$ cat config.mk
export PLATFORM = sky130hd
export DESIGN_NAME = io_blkin_seq
export DESIGN_NICKNAME = d
export VERILOG_FILES = /design/src/rtl/blkin_pkg.sv /design/src/rtl/blkin_ctrl.sv /design/src/rtl/blkin_dpath.sv /design/src/rtl/io_blkin_seq.sv
export SDC_FILE = /design/constraint.sdc
export NUM_CORES = 1
export LEC_CHECK = 0
export ABC_AREA = 1
export BUFFER_PORTS_ARGS = -buffer_cell sky130_fd_sc_hd__buf_2
export CAP_MARGIN = 5
export CORE_MARGIN = 2
export CORE_UTILIZATION = 44
export CTS_CLUSTER_SIZE = 25
export DETAILED_ROUTE_END_ITERATION = 7
export PLACE_DENSITY = 0.77
export RECOVER_POWER = 50
export SLEW_MARGIN = 15
export SYNTH_ARGS = -nofsm -noshare
export SYNTH_HDL_FRONTEND = slang
export SYNTH_HIERARCHICAL = 1
export SYNTH_SLANG_ARGS = --single-unit
$ cat constraint.sdc
create_clock -name clk -period 1.4 [get_ports clk]
set_input_delay 0.21 -clock clk [delete_from_list [all_inputs] [get_ports clk]]
set_output_delay 0.21 -clock clk [all_outputs]
set_load 0.01 [all_outputs]
$ cat src/rtl/blkin_pkg.sv
package blkin_pkg;

  // strobes handed from the control FSM to the datapath
  typedef struct packed {
    logic loadRegs;  // capture start operands
    logic ioRd;      // I/O read cycle, capture data
    logic memWr;     // memory write cycle
    logic stepDec;   // decrement B, C, HL and update flags
    logic done;      // final cycle of the operation
  } blkStb_t;

  typedef enum logic [2:0] {
    ST_IDLE,
    ST_OVH,
    ST_PFX,
    ST_RD,
    ST_WR,
    ST_CHK
  } blkState_t;

endpackage

$ cat src/rtl/blkin_ctrl.sv
module blkin_ctrl
  import blkin_pkg::*;
(
  input  logic    clk,
  input  logic    rstN,
  input  logic    startStb,
  input  logic    repeatMode,
  input  logic    ovrEn,
  input  logic    bIsZero,
  output blkStb_t stb,
  output logic    busy
);

  blkState_t state, stateNext;
  logic      repReg;
  logic      pfxReg;

  always_ff @(posedge clk) begin
    if (!rstN) begin
      state  <= ST_IDLE;
      repReg <= 1'b0;
      pfxReg <= 1'b0;
    end else begin
      state <= stateNext;
      if (state == ST_IDLE && startStb) begin
        repReg <= repeatMode;
        pfxReg <= ovrEn;
      end
    end
  end

  always_comb begin
    stateNext = state;
    stb       = '0;
    unique case (state)
      ST_IDLE: begin
        if (startStb) begin
          stb.loadRegs = 1'b1;
          stateNext    = ST_OVH;
        end
      end
      ST_OVH:  stateNext = pfxReg ? ST_PFX : ST_RD;
      ST_PFX:  stateNext = ST_RD;
      ST_RD: begin
        stb.ioRd  = 1'b1;
        stateNext = ST_WR;
      end
      ST_WR: begin
        stb.memWr   = 1'b1;
        stb.stepDec = 1'b1;
        stateNext   = ST_CHK;
      end
      ST_CHK: begin
        if (!repReg || bIsZero) begin
          stb.done  = 1'b1;
          stateNext = ST_IDLE;
        end else begin
          stateNext = ST_RD;
        end
      end
      default: stateNext = ST_IDLE;
    endcase
  end

  assign busy = (state != ST_IDLE);

endmodule

$ cat src/rtl/blkin_dpath.sv
module blkin_dpath
  import blkin_pkg::*;
#(
  parameter int CNT_W  = 8,
  parameter int PTR_W  = 24,
  parameter int SEG_W  = 16,
  parameter int DATA_W = 8
) (
  input  logic                 clk,
  input  logic                 rstN,
  input  blkStb_t              stb,
  input  logic [CNT_W-1:0]     bIn,
  input  logic [CNT_W-1:0]     cIn,
  input  logic [PTR_W-1:0]     hlIn,
  input  logic                 wideSel,
  input  logic [DATA_W-1:0]    ioRdData,
  output logic [2*CNT_W-1:0]   ioAddr,
  output logic [PTR_W-1:0]     memAddr,
  output logic [DATA_W-1:0]    memWrData,
  output logic [CNT_W-1:0]     bOut,
  output logic [CNT_W-1:0]     cOut,
  output logic [PTR_W-1:0]     hlOut,
  output logic                 zFlag,
  output logic                 nFlag,
  output logic                 bIsZero
);

  logic [CNT_W-1:0]  bReg, cReg, bNext;
  logic [PTR_W-1:0]  hlReg, hlWideDec, hlSegDec, hlNext;
  logic [DATA_W-1:0] dataReg;
  logic              wideReg, zReg, nReg;

  always_comb hlWideDec = hlReg - PTR_W'(1);

  generate
    if (SEG_W < PTR_W) begin : g_seg
      always_comb hlSegDec = {hlReg[PTR_W-1:SEG_W], hlReg[SEG_W-1:0] - SEG_W'(1)};
    end else begin : g_flat
      always_comb hlSegDec = hlWideDec;
    end
  endgenerate

  always_comb begin
    hlNext = wideReg ? hlWideDec : hlSegDec;
    bNext  = bReg - CNT_W'(1);
  end

  always_ff @(posedge clk) begin
    if (!rstN) begin
      bReg    <= '0;
      cReg    <= '0;
      hlReg   <= '0;
      wideReg <= 1'b0;
      dataReg <= '0;
      zReg    <= 1'b0;
      nReg    <= 1'b0;
    end else begin
      if (stb.loadRegs) begin
        bReg    <= bIn;
        cReg    <= cIn;
        hlReg   <= hlIn;
        wideReg <= wideSel;
      end
      if (stb.ioRd) dataReg <= ioRdData;
      if (stb.stepDec) begin
        bReg  <= bNext;
        cReg  <= cReg - CNT_W'(1);
        hlReg <= hlNext;
        zReg  <= (bNext == '0);
        nReg  <= dataReg[DATA_W-1];
      end
    end
  end

  assign ioAddr    = {{CNT_W{1'b0}}, cReg};
  assign memAddr   = hlReg;
  assign memWrData = dataReg;
  assign bOut      = bReg;
  assign cOut      = cReg;
  assign hlOut     = hlReg;
  assign zFlag     = zReg;
  assign nFlag     = nReg;
  assign bIsZero   = (bReg == '0);

endmodule

$ cat src/rtl/io_blkin_seq.sv
module io_blkin_seq
  import blkin_pkg::*;
#(
  parameter int CNT_W  = 8,
  parameter int PTR_W  = 24,
  parameter int SEG_W  = 16,
  parameter int DATA_W = 8
) (
  input  logic               clk,
  input  logic               rstN,
  input  logic               startStb,
  input  logic               repeatMode,
  input  logic               addrWide,
  input  logic               ovrEn,
  input  logic               ovrWide,
  input  logic [CNT_W-1:0]   bIn,
  input  logic [CNT_W-1:0]   cIn,
  input  logic [PTR_W-1:0]   hlIn,
  output logic [2*CNT_W-1:0] ioAddr,
  output logic               ioRdStb,
  input  logic [DATA_W-1:0]  ioRdData,
  output logic [PTR_W-1:0]   memAddr,
  output logic               memWrStb,
  output logic [DATA_W-1:0]  memWrData,
  output logic               busy,
  output logic               doneStb,
  output logic [CNT_W-1:0]   bOut,
  output logic [CNT_W-1:0]   cOut,
  output logic [PTR_W-1:0]   hlOut,
  output logic               zFlag,
  output logic               nFlag
);

  blkStb_t stb;
  logic    bIsZero;
  logic    wideSel;

  // override replaces the default pointer mode for this operation
  assign wideSel = ovrEn ? ovrWide : addrWide;

  blkin_ctrl ctrl_i (
    .clk       (clk),
    .rstN      (rstN),
    .startStb  (startStb),
    .repeatMode(repeatMode),
    .ovrEn     (ovrEn),
    .bIsZero   (bIsZero),
    .stb       (stb),
    .busy      (busy)
  );

  blkin_dpath #(
    .CNT_W (CNT_W),
    .PTR_W (PTR_W),
    .SEG_W (SEG_W),
    .DATA_W(DATA_W)
  ) dpath_i (
    .clk      (clk),
    .rstN     (rstN),
    .stb      (stb),
    .bIn      (bIn),
    .cIn      (cIn),
    .hlIn     (hlIn),
    .wideSel  (wideSel),
    .ioRdData (ioRdData),
    .ioAddr   (ioAddr),
    .memAddr  (memAddr),
    .memWrData(memWrData),
    .bOut     (bOut),
    .cOut     (cOut),
    .hlOut    (hlOut),
    .zFlag    (zFlag),
    .nFlag    (nFlag),
    .bIsZero  (bIsZero)
  );

  assign ioRdStb  = stb.ioRd;
  assign memWrStb = stb.memWr;
  assign doneStb  = stb.done;

endmodule

==> results of run 1 <==
report_power, final:
part	switching, µW	leakage (µW)	internal [µW]
combinational	2620	0.00218	2200
sequential	321	0.000464	1880
clock	541	0.0000473	397
total	3480	0.00269	4480
registers in the layout, indices dropped and copies added (netlist names):
signal	cells
dpath_i/memWrData	8
ctrl_i/pfxReg	1
ctrl_i/state	3
dpath_i/bOut	8
dpath_i/wideReg	1
dpath_i/cOut	8
dpath_i/hlOut	24
dpath_i/nFlag	1
ctrl_i/repReg	1
dpath_i/zFlag	1
cell usage in the layout, fill, tap and decap left out, types with 4 or more instances in the layout:
master      n
a21oi_1    16
a21oi_2     5
a31oi_1    18
buf_12      5
buf_2     132
buf_4      58
buf_6      18
clkbuf_1    7
clkbuf_8    6
conb_1      8
dfxtp_1    44
dfxtp_2    11
inv_1      53
inv_2      14
nand2_1    95
nand2_2    13
nand2_4     4
nand3_1    76
nand4_1     8
nor2_1     56
nor2_2     17
nor2_4     10
o21ai_0    20
o21ai_1    16
o21ai_2     7
cells in the mapped netlist, drive strengths merged:
master / number / area (µm²)
o21bai: 3 / 22.5
dfxtp: 56 / 1120
conb: 1 / 3.75
nor4: 1 / 6.26
a21oi: 21 / 109
a31oi: 18 / 113
nor3: 1 / 10.0
nor2: 83 / 369
ha: 5 / 62.6
nand4: 9 / 62.6
inv: 70 / 263
o21ai: 45 / 225
clkbuf: 6 / 22.5
xor2: 2 / 17.5
buf: 54 / 377
o211ai: 3 / 22.5
nand2: 112 / 430
nand3: 80 / 418
o221ai: 3 / 26.3
xnor2: 1 / 8.76
or2: 3 / 18.8
clkinv: 1 / 3.75
final timing paths:
kind,from,end,slack (ns),depth (start not counted)
worst max-delay path,dpath_i/bOut[1],doneStb,-0.32,8
worst min-delay path,ioRdData[0],dpath_i/memWrData[0],0.12,3
worst max register to register,dpath_i/bOut[1],ctrl_i/state[0],-0.17,13
worst min register to register,dpath_i/zFlag,dpath_i/zFlag,0.50,2
cell families (layout without fill, tap and decap cells):
| kind of cell | count (synthesis) | count (layout) | share of synthesized area |
|---|---|---|---|
| and+or+nand+nor | 289 | 289 | 0.354 |
| buffers and inverters | 131 | 299 | 0.179 |
| AOI/OAI and AO/OA | 93 | 93 | 0.140 |
| other | 1 | 8 | 0.00101 |
| adders and majority gates | 5 | 5 | 0.0169 |
| DFF | 56 | 56 | 0.302 |
| xor gates and xnor gates | 3 | 3 | 0.00708 |
metal layers:
layer	wire [µm]	part of all wire	vias to the layer above	global-route usage
li1	-	-	2185	-
met1	4690	0.42	1999	0.296
met2	5600	0.50	144	0.449
met3	686	0.062	16	0.0399
met4	160	0.014	2	0.0595
met5	13	0.0012	-	0
through the flow:
stage | setup WS [ns] | instances | hold slack, ns | cell area (µm²)
2_1_floorplan | -0.0150 | 585 | 0.308 | 3750
3_3_place_gp | -0.267 | 830 | 0.434 | 4670
3_5_place_dp | -0.295 | 830 | 0.442 | 4670
4_1_cts | -0.400 | 852 | 0.109 | 5020
5_1_grt | -0.404 | 858 | 0.118 | 5320
6_report | -0.316 | 858 | 0.117 | 5320
critical path, delay by kind of cell (launching register included):
family / cells / cell delay, ns
flip-flops: 1 / 0.33
AND/OR/NAND/NOR: 4 / 0.36
adder cells (fa/ha/maj): 1 / 0.14
buffers and inverters: 3 / 0.37
repair_timing:
action                                  CTS  global route
setup buffers                            13             7
gates resized for setup                  56            80
gates cloned                              2             0
pin swaps                                18            28
endpoints found under the setup margin   31            55
cell type report:
type | instances | area, µm² | share of cell area
Multi-Input combinational cell | 398 | 2230 | 0.420
Timing Repair Buffer | 221 | 1440 | 0.271
Sequential cell | 56 | 1140 | 0.214
Inverter | 71 | 282 | 0.0530
Tap cell | 105 | 131 | 0.0247
Clock buffer | 6 | 82.6 | 0.0155
Clock inverter | 1 | 8.76 | 0.00165
==> impl_metrics.toml, run 1 <==
[status]
status = "complete, but fails checks"
violations = "negative setup slack"

[clock_network]
hold_buffers = 0
clock_latency_ns = 0.31
htreeDepth = 2
numCtsBuffers = 5
cts_buffer_depth = 2
cts_sinks = 56
cts_tree = "done"
cts.clk_slew.worst_paths_ns = 0.10
cts_root_buffer = "clkbuf_8"

[pwr]
vdd_drop_max_mv = 0.656
finalPower_uw = 7960
powerDensity_mw_per_mm2 = 1500
power.leakage_uw = 0.00269

[cells_and_area]
fin_util = 0.647
final_nets = 813
syn_to_final_growth_pct = 43.2
diodes = 0
fill_cells = 788
drive_gt1_frac = 0.430

[worst_setup_path]
required_ns = 1.19
worstPathMaxFanout = 2
cp-start-kind = "flop"
cp_common_cell = "nor2_2"
crit_path_top_delay_cell = "dfxtp_2"
cp_cell_sequence = "inv_2 -> ha_4 -> nand2_4 -> nor4_4 -> buf_4 -> nor2_2 -> nor2_2 -> buf_2"
cp.arrival_ns = 1.51
worst_setup_path_end_kind = "output port"
path_class = "reg2out"
critPathMaxStageDelay_ns = 0.33

[placed_design]
gp_congestion = 0.883
hpwl_um = 8140
port_buffers = 140

[timing]
setup_viol = 7
timing.final.crit_share = 1.23
timing.final.max_slew_violations = 0
rsz0062_at_grt = "true"
max_freq_mhz = 583
tns_ns = -0.538
skew_ns = 0.0115
fin_crit_ns = 1.72
hold_violations = 0
worst_slack_ns = -0.316

[global_route]
grt_usage = 0.244
grt_pass1_wl_um = 18100
gr-total-overflow = 0
grt_max_degree = 21
first_global_vias = 4054
antenna_found_initial = 1

[detailed_routing]
final_antenna_net_count = 0
wl_um = 11200
avgViaCountPerCell = 5.07
vias = 4346
wl_per_cell_um = 13.0
route.detailed.drc = 0
drt_first_pass_iters = 4
drt-initial-drc-count = 174

[floorplan]
fp.dieW_um = 95.9
core_area_mm2 = 0.00822
start_util = 0.452
die_area_mm2 = 0.00919
die_height_um = 95.9
io_pins = 149
rows = 33

[synth]
seq_area_frac_synth = 0.302
yosys_warnings = 6
synth-seq-cells = 56
syn_avg_cell_area_um2 = 6.42
synth.cell_area_mm2 = 0.00371
syn_inst = 578
synthDistinctLibCells = 34

[flow_run]
cap_viol_max_count = 0

[min_path]
worstHoldPathType = "in2reg"
No activity file was read; power rests on OpenSTA's default activity.
==> inputs of run 2 (changes only) <==
--- a/config.mk
+++ b/config.mk
@@ -9,7 +9,8 @@
 export BUFFER_PORTS_ARGS = -buffer_cell sky130_fd_sc_hd__buf_2
 export CAP_MARGIN = 5
 export CORE_MARGIN = 2
-export CORE_UTILIZATION = 44
+export CORE_UTILIZATION = 46
+export CTS_CLUSTER_DIAMETER = 30
 export CTS_CLUSTER_SIZE = 25
 export DETAILED_ROUTE_END_ITERATION = 7
 export PLACE_DENSITY = 0.77
==> constraint.sdc (replaced) <==
create_clock -name clk -period 2 [get_ports clk]
set_input_delay 0.3 -clock clk [delete_from_list [all_inputs] [get_ports clk]]
set_output_delay 0.3 -clock clk [all_outputs]
set_load 0.01 [all_outputs]
==> impl_metrics.toml, run 2 (same netlist as run 1, synthesis figures left out) <==
[detailed_routing]
wl_per_cell_um = 12.6
route.detailed.drc = 0
final_antenna_net_count = 0
vias = 3984
drt_first_pass_iters = 5
wl_um = 9910
avgViaCountPerCell = 5.06
drt-initial-drc-count = 154

[clock_network]
htreeDepth = 2
cts_buffer_depth = 2
cts_tree = "done"
cts.clk_slew.worst_paths_ns = 0.11
cts_sinks = 56
clock_latency_ns = 0.31
numCtsBuffers = 5
hold_buffers = 0
cts_root_buffer = "clkbuf_8"

[global_route]
grt_usage = 0.225
grt_max_degree = 28
gr-total-overflow = 0
grt_pass1_wl_um = 16200
antenna_found_initial = 0
first_global_vias = 3617

[floorplan]
core_area_mm2 = 0.00777
rows = 32
io_pins = 149
start_util = 0.478
die_height_um = 93.8
fp.dieW_um = 93.8
die_area_mm2 = 0.00881

[cells_and_area]
final_nets = 744
final_common_cell = "nand2_1"
fill_cells = 813
most-common-layout-cells = "nand2_1 (107), nand3_1 (78), buf_2 (73), clkbuf_1 (67), nor2_1 (66)"
fin_util = 0.558
regArea_mm2 = 0.00112
largest_register_ffs = 24
drive_gt1_frac = 0.194
multi_input_comb_area_mm2 = 0.00197
diodes = 0
syn_to_final_growth_pct = 16.8

[worst_setup_path]
r2r_start = "ctrl_i/state[2]"
path_class = "reg2out"
cp.arrival_ns = 1.60
worstPathMaxFanout = 6
worst_setup_path_end_kind = "output port"
rr_worst_depth = 6
rr_endpoint = "dpath_i/hlOut[20]"
r2r_setup_slack_ns = 0.28
cp-start-kind = "flop"
required_ns = 1.70

[pwr]
powerDensity_mw_per_mm2 = 1070
finalPower_uw = 4630
vdd_drop_max_mv = 0.536
power.leakage_uw = 0.00203

[timing]
timing.final.max_slew_violations = 0
tns_ns = 0
setup_viol = 0
hold_violations = 0
fin_crit_ns = 1.90
timing.final.crit_share = 0.948
max_freq_mhz = 527
rsz0062_at_grt = "true"
whs_ns = 0.206
skew_ns = 0.00552

[min_path]
holdPathStages = 3
hold_start = "ioRdData[1]"
worstHoldPathType = "in2reg"
hold_path_end = "dpath_i/memWrData[1]"

[flow_run]
cap_viol_max_count = 0

[status]
status = "complete, no violations"

[placed_design]
gp_congestion = 0.886
hpwl_um = 7400
port_buffers = 140
[run 2: cell types whose count changed in the layout (fill, tap and decap cells not counted), moves of 7 or more]
cell / previous run / this run
buf_2: 132 / 73
clkbuf_1: 7 / 67
o21ai_0: 20 / 39
buf_4: 58 / 10
dfxtp_2: 11 / 0
buf_6: 18 / 1
nand2_2: 13 / 5
inv_2: 14 / 7
dfxtp_1: 44 / 55
inv_1: 53 / 62
o21ai_1: 16 / 6
nor2_1: 56 / 66
o21ai_2: 7 / 0
nand2_1: 95 / 107
[run 2: cell type report]
class / count / share of cell area
flip-flops and latches: 56 / 0.260
clock inverters: 3 / 0.0107
multi-input cells: 398 / 0.456
clock buffers: 5 / 0.0159
well taps: 102 / 0.0294
inverters: 71 / 0.0621
repair buffers: 152 / 0.167
[run 2: worst max-delay path by stage]
stage | slack (ns) | endpoint | startpoint
after global placement | 0.19 | doneStb | dpath_i/bOut[0]
after CTS | 0.03 | doneStb | dpath_i/bOut[0]
after floorplan | 0.50 | doneStb | dpath_i/bOut[0]
after global routing | -0.01 | dpath_i/hlOut[22] | ctrl_i/state[1]
after detailed placement | 0.19 | doneStb | dpath_i/bOut[0]
final | 0.10 | doneStb | dpath_i/bOut[0]
[run 2: metal layers]
metal,vias up,share of wire,global-route usage
met5,-,0,0
met2,145,0.51,0.424
met4,0,0.0092,0.0495
met3,10,0.064,0.0345
met1,1785,0.42,0.265
li1,2044,-,-
[run 2: timing repair]
action / 4_1_cts / 5_1_grt
gates cloned: 0 / 0
buffers inserted: 0 / 1
setup endpoints to repair: 1 / 2
resized for setup: 2 / 9
hold endpoints to repair: 0 / 0
pin swaps: 0 / 3
[run 2: where the power goes]
part / internal [µW] / total (µW) / switching, µW
logic: 819 / 2300 / 1480
registers: 1310 / 1560 / 247
clock network: 378 / 773 / 395
[run 2: per-stage QoR]
stage | cells | setup slack (ns) | cell area (µm²)
after floorplan | 585 | 0.497 | 3740
after global placement | 778 | 0.193 | 4260
after detailed placement | 778 | 0.192 | 4260
after CTS | 786 | 0.0270 | 4390
after global routing | 787 | -0.0104 | 4330
final | 787 | 0.104 | 4330
[run 2: critical path: stages (launching register included)]
cell     delay, ns
dfxtp_4       0.38
inv_4         0.07
ha_1          0.15
nand2_2       0.07
nor4_4        0.29
nor2_2        0.06
nor2_1        0.12
buf_2         0.15
==> inputs of run 3 (changes only) <==
--- a/config.mk
+++ b/config.mk
@@ -5,7 +5,6 @@
 export SDC_FILE = /design/constraint.sdc
 export NUM_CORES = 1
 export LEC_CHECK = 0
-export ABC_AREA = 1
 export BUFFER_PORTS_ARGS = -buffer_cell sky130_fd_sc_hd__buf_2
 export CAP_MARGIN = 5
 export CORE_MARGIN = 2
@@ -13,7 +12,7 @@
 export CTS_CLUSTER_DIAMETER = 30
 export CTS_CLUSTER_SIZE = 25
 export DETAILED_ROUTE_END_ITERATION = 7
-export PLACE_DENSITY = 0.77
+export PLACE_DENSITY = 0.78
 export RECOVER_POWER = 50
 export SLEW_MARGIN = 15
 export SYNTH_ARGS = -nofsm -noshare
==> impl_metrics.toml, run 3 <==
[status]
status = "complete, but fails checks"
violations = "negative setup slack"

[placed_design]
gp_congestion = 0.843
hpwl_um = 6600
dp_slack_ns = -0.0371
port_buffers = 140

[floorplan]
rows = 31
start_util = 0.476
die_area_mm2 = 0.00822
fp.dieW_um = 90.7
io_pins = 149
die_height_um = 90.7
core_area_mm2 = 0.00725

[timing]
hold_violations = 0
max_freq_mhz = 491
setup_viol = 5
skew_ns = 0.00976
rsz0062_at_grt = "true"
timing.final.max_slew_violations = 0
tns_ns = -0.111
worst_slack_ns = -0.0372
fin_crit_ns = 2.04
timing.final.crit_share = 1.02

[cells_and_area]
drive_gt1_frac = 0.302
final_nets = 588
largest_register_ffs = 24
syn_to_final_growth_pct = 23.8
final_common_cell = "buf_2"
most-common-layout-cells = "buf_2 (91), clkbuf_1 (59), dfxtp_1 (54), a211oi_1 (35), nor2_1 (31)"
diodes = 0

[global_route]
grt_pass1_wl_um = 14700
grt_usage = 0.213
first_global_vias = 3082
gr-total-overflow = 0
grt_max_degree = 48
antenna_found_initial = 0

[pwr]
powerDensity_mw_per_mm2 = 886
seqPwrFrac = 0.370
power_switching_uw = 1460
power.leakage_uw = 0.00179
vdd_drop_max_mv = 0.356
combPwrFrac = 0.463
p_int_uw = 2320
sw_frac_of_total = 0.387
clkPwrFrac = 0.167
finalPower_uw = 3790

[clock_network]
cts.clk_slew.worst_paths_ns = 0.11
numCtsBuffers = 5
cts_root_buffer = "clkbuf_8"
cts_sinks = 56
cts_tree = "done"
clock_latency_ns = 0.31
htreeDepth = 2
cts_buffer_depth = 2
hold_buffers = 0

[worst_setup_path]
crit_path_top_delay_cell = "or4_4"
cp_cell_sequence = "or4_4 -> or4_4 -> nor4_4 -> buf_4 -> a211o_2 -> a21oi_2"
critPathMaxStageDelay_ns = 0.54
worstPathMaxFanout = 5
path_buf_inv = 1
cp.arrival_ns = 2.23
path_class = "reg2reg"
required_ns = 2.19
worst_setup_path_end_kind = "flop"
cp-start-kind = "flop"
crit_family = "simple AND/OR/NAND/NOR gates"
cp_common_cell = "or4_4"

[detailed_routing]
drt_first_pass_iters = 4
wl_um = 9000
drt-initial-drc-count = 111
avgViaCountPerCell = 5.33
route.detailed.drc = 0
final_antenna_net_count = 0
vias = 3345
wl_per_cell_um = 14.3

[flow_run]
cap_viol_max_count = 0

[synth]
synthArstFlopShare = 0
yosys.area.top_type_share = 0.325
synth_top_area_cell = "dfxtp_1"
synthDistinctLibCells = 56
synth.cell_area_mm2 = 0.00345
ys_top_cells_by_area = "dfxtp_1 (32%), buf_4 (9.1%), a211oi_1 (7.6%)"
synthFlopType = "dfxtp_1"
synth-seq-cells = 56
syn_avg_cell_area_um2 = 8.47
yosys_warnings = 6
syn_inst = 408
synth_edf_count = 0
synthTopCellsByCount = "dfxtp_1 (56), buf_4 (42), a211oi_1 (35), nor2_1 (32), o21ai_0 (22)"
yosysMostFrequentCell = "dfxtp_1"
seq_area_frac_synth = 0.325

[min_path]
worstHoldPathType = "in2reg"
## run 3: cell type report
cell class              count  area, µm²
multi-input cells         281       2010
clock inverters             3       21.3
well taps                  99        124
fillers                   722       2980
flip-flops and latches     56       1120
clock buffers               5       68.8
inverters                  12       45.0
repair buffers            172        878
## run 3: worst min-delay path, stage by stage
cell and delay [ns]:
buf_2 0.08, nand3_1 0.05, o21ai_0 0.06
## run 3: timing repair
item / in CTS / in global routing
setup buffers: 1 / 2
pin swaps: 2 / 4
cloned: 0 / 0
endpoints found under the setup margin: 7 / 12
resized for setup: 8 / 17
## run 3: cells by family (layout without fill, tap and decap cells)
family | Yosys count | in the layout | synth area share
flops | 56 | 56 | 0.325
xor+xnor | 22 | 22 | 0.0558
simple gates | 122 | 122 | 0.201
fa+ha+maj | 5 | 5 | 0.0181
compound gates | 101 | 101 | 0.194
mux | 23 | 23 | 0.0724
buf+inv | 78 | 192 | 0.133
other cells | 1 | 8 | 0.00109
## run 3: per-stage QoR
| step | instances | hold WS [ns] | utilization | instance area (µm²) |
|---|---|---|---|---|
| after floorplan | 415 | 0.430 | - | 3510 |
| after global placement | 617 | 0.446 | 0.573 | 4160 |
| after detailed placement | 617 | 0.454 | 0.573 | 4160 |
| after CTS | 626 | 0.200 | 0.592 | 4290 |
| after global routing | 628 | 0.199 | 0.589 | 4280 |
| final | 628 | 0.211 | 0.589 | 4280 |
## run 3: routing by layer
metal,GRT usage,up-vias,part of all wire
met1,0.283,1563,0.45
li1,-,1661,-
met5,0,-,0
met4,0.0372,0,0.0051
met2,0.364,117,0.48
met3,0.0401,4,0.062
## run 3: path summary, 6_finish.rpt
| kind | startpoint | endpoint | slack [ns] | cells past startpoint |
|---|---|---|---|---|
| worst max-delay path | dpath_i/hlOut[0] | dpath_i/hlOut[19] | -0.04 | 6 |
| worst min-delay path | repeatMode | ctrl_i/repReg | 0.21 | 3 |
| worst min register to register | ctrl_i/pfxReg | ctrl_i/pfxReg | 0.47 | 2 |
| worst max register to register | dpath_i/hlOut[0] | dpath_i/hlOut[19] | -0.04 | 6 |
## run 3: power by group through the flow
stage               clock network (µW)  logic (µW)  registers, µW
floorplan                            0        1160           1470
global placement                     0        1650           1400
detailed placement                   0        1680           1410
CTS                                655        1730           1390
global route                       704        1940           1420
finish                             632        1750           1400
